[config.mk]
export PLATFORM = sky130hd
export DESIGN_NAME = enc4b5b_nrzi_tx
export DESIGN_NICKNAME = d
export VERILOG_FILES = /design/src/rtl/enc4b5b_pkg.sv /design/src/rtl/enc4b5b_char_map.sv /design/src/rtl/enc4b5b_shifter.sv /design/src/rtl/enc4b5b_nrzi.sv /design/src/rtl/enc4b5b_nrzi_tx.sv
export SDC_FILE = /design/constraint.sdc
export NUM_CORES = 1
export LEC_CHECK = 0
export ABC_AREA = 1
export CAP_MARGIN = 25
export CORE_MARGIN = 2
export CORE_UTILIZATION = 60
export CTS_CLUSTER_SIZE = 30
export DETAILED_ROUTE_END_ITERATION = 10
export DONT_BUFFER_PORTS = 1
export HOLD_SLACK_MARGIN = 0.02
export PLACE_DENSITY_LB_ADDON = 0.08
export SKIP_CTS_REPAIR_TIMING = 1
export SLEW_MARGIN = 10
export SYNTH_ARGS = -nofsm -noshare
export SYNTH_HDL_FRONTEND = slang
export SYNTH_HIERARCHICAL = 1
export SYNTH_SLANG_ARGS = --single-unit
[constraint.sdc]
create_clock -name clk -period 1.5 [get_ports clk]
set_input_delay 0.075 -clock clk [delete_from_list [all_inputs] [get_ports clk]]
set_output_delay 0.075 -clock clk [all_outputs]
set_load 0.01 [all_outputs]
[src/rtl/enc4b5b_pkg.sv]
package enc4b5b_pkg;
  localparam int SYM_W  = 5;
  localparam int NIB_W  = 4;

  localparam logic [SYM_W-1:0] SYM_J = 5'b11000;
  localparam logic [SYM_W-1:0] SYM_K = 5'b10001;
  localparam logic [SYM_W-1:0] SYM_T = 5'b01101;
  localparam logic [SYM_W-1:0] SYM_R = 5'b00111;
  localparam logic [SYM_W-1:0] SYM_S = 5'b11001;
  localparam logic [SYM_W-1:0] SYM_H = 5'b00100;
  localparam logic [SYM_W-1:0] SYM_I = 5'b11111;

  localparam logic [2*SYM_W-1:0] SYNC_PAIR = {SYM_J, SYM_K};

  function automatic logic [SYM_W-1:0] nib_code(input logic [NIB_W-1:0] n);
    logic [SYM_W-1:0] s;
    case (n)
      4'h0: s = 5'b11110;
      4'h1: s = 5'b01001;
      4'h2: s = 5'b10100;
      4'h3: s = 5'b10101;
      4'h4: s = 5'b01010;
      4'h5: s = 5'b01011;
      4'h6: s = 5'b01110;
      4'h7: s = 5'b01111;
      4'h8: s = 5'b10010;
      4'h9: s = 5'b10011;
      4'hA: s = 5'b10110;
      4'hB: s = 5'b10111;
      4'hC: s = 5'b11010;
      4'hD: s = 5'b11011;
      4'hE: s = 5'b11100;
      default: s = 5'b11101;
    endcase
    return s;
  endfunction

  function automatic logic [2*SYM_W-1:0] cmd_pair(input logic [1:0] c);
    logic [2*SYM_W-1:0] p;
    case (c)
      2'd0: p = {SYM_I, SYM_I};
      2'd1: p = {SYM_T, SYM_R};
      2'd2: p = {SYM_T, SYM_S};
      default: p = {SYM_H, SYM_H};
    endcase
    return p;
  endfunction
endpackage

[src/rtl/enc4b5b_char_map.sv]
module enc4b5b_char_map
  import enc4b5b_pkg::*;
#(
  parameter int CHAR_W = 10
) (
  input  logic              idle,
  input  logic              is_cmd,
  input  logic              bypass,
  input  logic [CHAR_W-1:0] word,
  output logic [CHAR_W-1:0] chr
);
  localparam int NIBS = CHAR_W / SYM_W;

  logic [CHAR_W-1:0] data_chr;

  genvar g;
  generate
    for (g = 0; g < NIBS; g++) begin : g_nib
      assign data_chr[g*SYM_W +: SYM_W] = nib_code(word[g*NIB_W +: NIB_W]);
    end
  endgenerate

  always_comb begin
    if (idle)        chr = SYNC_PAIR;
    else if (bypass) chr = word;
    else if (is_cmd) chr = cmd_pair(word[1:0]);
    else             chr = data_chr;
  end
endmodule

[src/rtl/enc4b5b_shifter.sv]
module enc4b5b_shifter
  import enc4b5b_pkg::*;
#(
  parameter int CHAR_W = 10
) (
  input  logic              clk,
  input  logic              rst,
  input  logic [CHAR_W-1:0] next_chr,
  output logic              cur_bit,
  output logic              last_bit
);
  localparam int CNT_W = $clog2(CHAR_W);
  localparam logic [CNT_W-1:0] CNT_LAST = CNT_W'(CHAR_W - 1);

  logic [CNT_W-1:0]  cnt;
  logic [CHAR_W-1:0] sh;

  assign last_bit = (cnt == CNT_LAST);
  assign cur_bit  = sh[CHAR_W-1];

  always_ff @(posedge clk) begin
    if (rst) begin
      cnt <= '0;
      sh  <= SYNC_PAIR;
    end else if (last_bit) begin
      cnt <= '0;
      sh  <= next_chr;
    end else begin
      cnt <= cnt + 1'b1;
      sh  <= {sh[CHAR_W-2:0], 1'b0};
    end
  end
endmodule

[src/rtl/enc4b5b_nrzi.sv]
module enc4b5b_nrzi (
  input  logic clk,
  input  logic rst,
  input  logic nrz_bit,
  output logic line
);
  always_ff @(posedge clk) begin
    if (rst) line <= 1'b0;
    else     line <= line ^ nrz_bit;
  end
endmodule

[src/rtl/enc4b5b_nrzi_tx.sv]
module enc4b5b_nrzi_tx #(
  parameter int CHAR_W = 10
) (
  input  logic              clk,
  input  logic              rst,
  input  logic              fifo_empty,
  input  logic              fifo_is_cmd,
  input  logic [CHAR_W-1:0] fifo_word,
  input  logic              bypass,
  output logic              fifo_pop,
  output logic              tx_line
);
  logic [CHAR_W-1:0] next_chr;
  logic              cur_bit;
  logic              last_bit;

  enc4b5b_char_map #(.CHAR_W(CHAR_W)) u_map (
    .idle   (fifo_empty),
    .is_cmd (fifo_is_cmd),
    .bypass (bypass),
    .word   (fifo_word),
    .chr    (next_chr)
  );

  enc4b5b_shifter #(.CHAR_W(CHAR_W)) u_shift (
    .clk      (clk),
    .rst      (rst),
    .next_chr (next_chr),
    .cur_bit  (cur_bit),
    .last_bit (last_bit)
  );

  enc4b5b_nrzi u_line (
    .clk     (clk),
    .rst     (rst),
    .nrz_bit (cur_bit),
    .line    (tx_line)
  );

  assign fifo_pop = last_bit & ~fifo_empty;
endmodule

==> run summary <==
CTS Root Buffer Type - clkbuf_4
Min Hold Slack - 9.51 ps
drt drc - 0
I/O Buffers - 0
die area - 1920 um2
drt initial violations - 15
initial antenna violation count - 0
CP delay by family, top - flip-flops
CP cell instances - ha_2 > nand3_4 > inv_1 > inv_1 > nor2_2
#FFs+latches synth - 15
placer congestion estimate - 0.822
routed wire length - 1.76 mm
unrepaired setup endpoints after global routing - false
Worst Setup SP - u_shift/cnt[0]
total global routing overflow - 0
placed insts - 161
Lkg Pwr - 0.493 nW
min Tclk post-route - 1320 ps
Critical R2R Launch - u_shift/cnt[0]
CTS Sinks - 15
via/cell ratio - 5.27
first-pass GRT wire length - 3.02 mm
die width - 43.8 um
H-Tree Depth - 1
Slew Limit Headroom - 0.794
CTS tree - yes
# setup viols final - 0
syn avg cell area - 6.37 um2
worst hold start - fifo_empty
outcome - completed
fin. max-slew vios - 0
Achievable Freq - 0.756 GHz
DP HPWL - 1.31 mm
post-route setup TNS - 0 ps
FILL cells - 125
CP max-delay cell - dfxtp_1
TritonRoute pass-1 iters - 4
PnR worst setup slack - 177 ps
Min-Delay Path Class - in -> reg
largest cells by area after synthesis - dfxtp_1, nand2_1, nor2_1
starting density of the core - 0.638
pre-CTS setup slack - 272 ps
Syn-to-layout area delta - 3.43%
Layout Cells excl Fill - 168
via count - 886
Max VDD drop - 0.558 mV
Worst Path Arrival - 1250 ps
critical-path maximum fanout - 5
Ys Warns - 6
Clock Latency Late Sink - 280 ps
CTS Buf Count - 3
Yosys cell types - 24
post-synthesis cell area - 950 um2
overall die height - 43.8 um
worst slew pin tran - 309 ps
register area share after synthesis - 0.316
multi-input logic area - 523 um2
max cap viols - 0
register area - 300 um2
Fin. Hold Viols - 0
Clock Path Buffers - 2
Clk pin slew, worst setup/hold paths - 80 ps
Util after Layout - 0.660
Syn Nets - 166
ANT nets after route - 0
WL/cell - 10.5 um
GRT Overall Usage - 0.212
# IOs - 17
period utilization - 0.882
area of the core - 1490 um2
CP bufs+invs - 2
largest net degree at the start of global routing - 18
clk_skew - 0.800 ps
kind of critical path - reg -> out
Worst setup SP type - flip-flop
WP data required - 1420 ps
antenna diode count - 0
vias in the first global route - 742
crit-path max cell delay - 400 ps
cell count after synthesis - 149
PwrDens - 794 nW/um2
layout net count - 170
Rows - 14
cell mode on critical path - inv_1
Yosys top cell area share - 0.316
layout cells sized above 1 - 0.105
CP endpoint kind - output pin
area leader, netlist - dfxtp_1
-- metal layers --
metal | part of all wire | vias up | routed length, um | GRT usage
met5 | 0 | - | 0 | 0
met4 | 0 | 0 | 0 | 0.0727
met3 | 0.049 | 0 | 87 | 0.0750
met2 | 0.49 | 19 | 862 | 0.347
met1 | 0.46 | 390 | 809 | 0.258
li1 | - | 477 | - | -
-- tightest hold or removal path: stages --
cell	delay (ps)
a21oi_1	30
nor2_1	100
nor2_1	50
-- synthesized netlist by cell type (all sizes together) --
| cell | instances |
|---|---|
| ha | 2 |
| dfxtp | 15 |
| clkbuf | 1 |
| o211ai | 1 |
| o21ai | 9 |
| buf | 3 |
| nand3 | 11 |
| nand2 | 38 |
| nor2 | 27 |
| xnor2 | 1 |
| nor3 | 1 |
| a21oi | 12 |
| inv | 22 |
| nand4 | 5 |
| a21boi | 1 |
-- final timing paths --
| kind | to | slack, ps | cells after the start |
|---|---|---|---|
| setup / recovery | fifo_pop | 180 | 5 |
| hold / removal | u_shift/sh[3] | 10 | 3 |
| setup reg to reg | u_shift/cnt[3] | 280 | 5 |
| hold reg to reg | u_shift/sh[8] | 440 | 2 |
-- power by group --
part | leakage [nW] | total [W] | switching, W | internal [W]
combinational | 0.354 | 0.000122 | 0.0000708 | 0.0000509
clock | 0.0150 | 0.000223 | 0.000120 | 0.000103
sequential | 0.124 | 0.000435 | 0.0000141 | 0.000421
-- state kept, by name (all words and copies together) (netlist names) --
name,flops
u_shift/cnt,4
u_line/line,1
u_shift/sh,10
-- stage by stage --
stage / cell area [um2] / power (W)
after detailed placement: 926 / 0.000560
after floorplan: 950 / 0.000553
after global placement: 926 / 0.000556
final: 982 / 0.000780
after CTS: 952 / 0.000786
after global routing: 982 / 0.000830
-- area by class of cell --
cell class	count	area share
clock buffers	4	0.0268
inverters	22	0.0866
multi-input cells	108	0.532
flip-flops and latches	15	0.306
well taps	16	0.0204
repair buffers	3	0.0280
-- placed cells by master (no fill, tap or decap), drive strengths merged --
| master | n |
|---|---|
| nand2 | 38 |
| nor2 | 27 |
| inv | 22 |
| dfxtp | 15 |
| a21oi | 12 |
| nand3 | 11 |
| o21ai | 9 |
| nand4 | 5 |
| clkbuf | 4 |
| dlygate4sd3 | 2 |
| ha | 2 |
| nor3 | 1 |
| a21boi | 1 |
| o211ai | 1 |
| xnor2 | 1 |
| buf | 1 |
-- cells by family after synthesis --
family	count (synthesis)	synth area share
flops	15	0.316
xor+xnor	1	0.00922
fa+ha+maj	2	0.0263
compound gates	23	0.138
buf+inv	26	0.136
simple gates	82	0.374
Power figures use the tool's default switching activity.
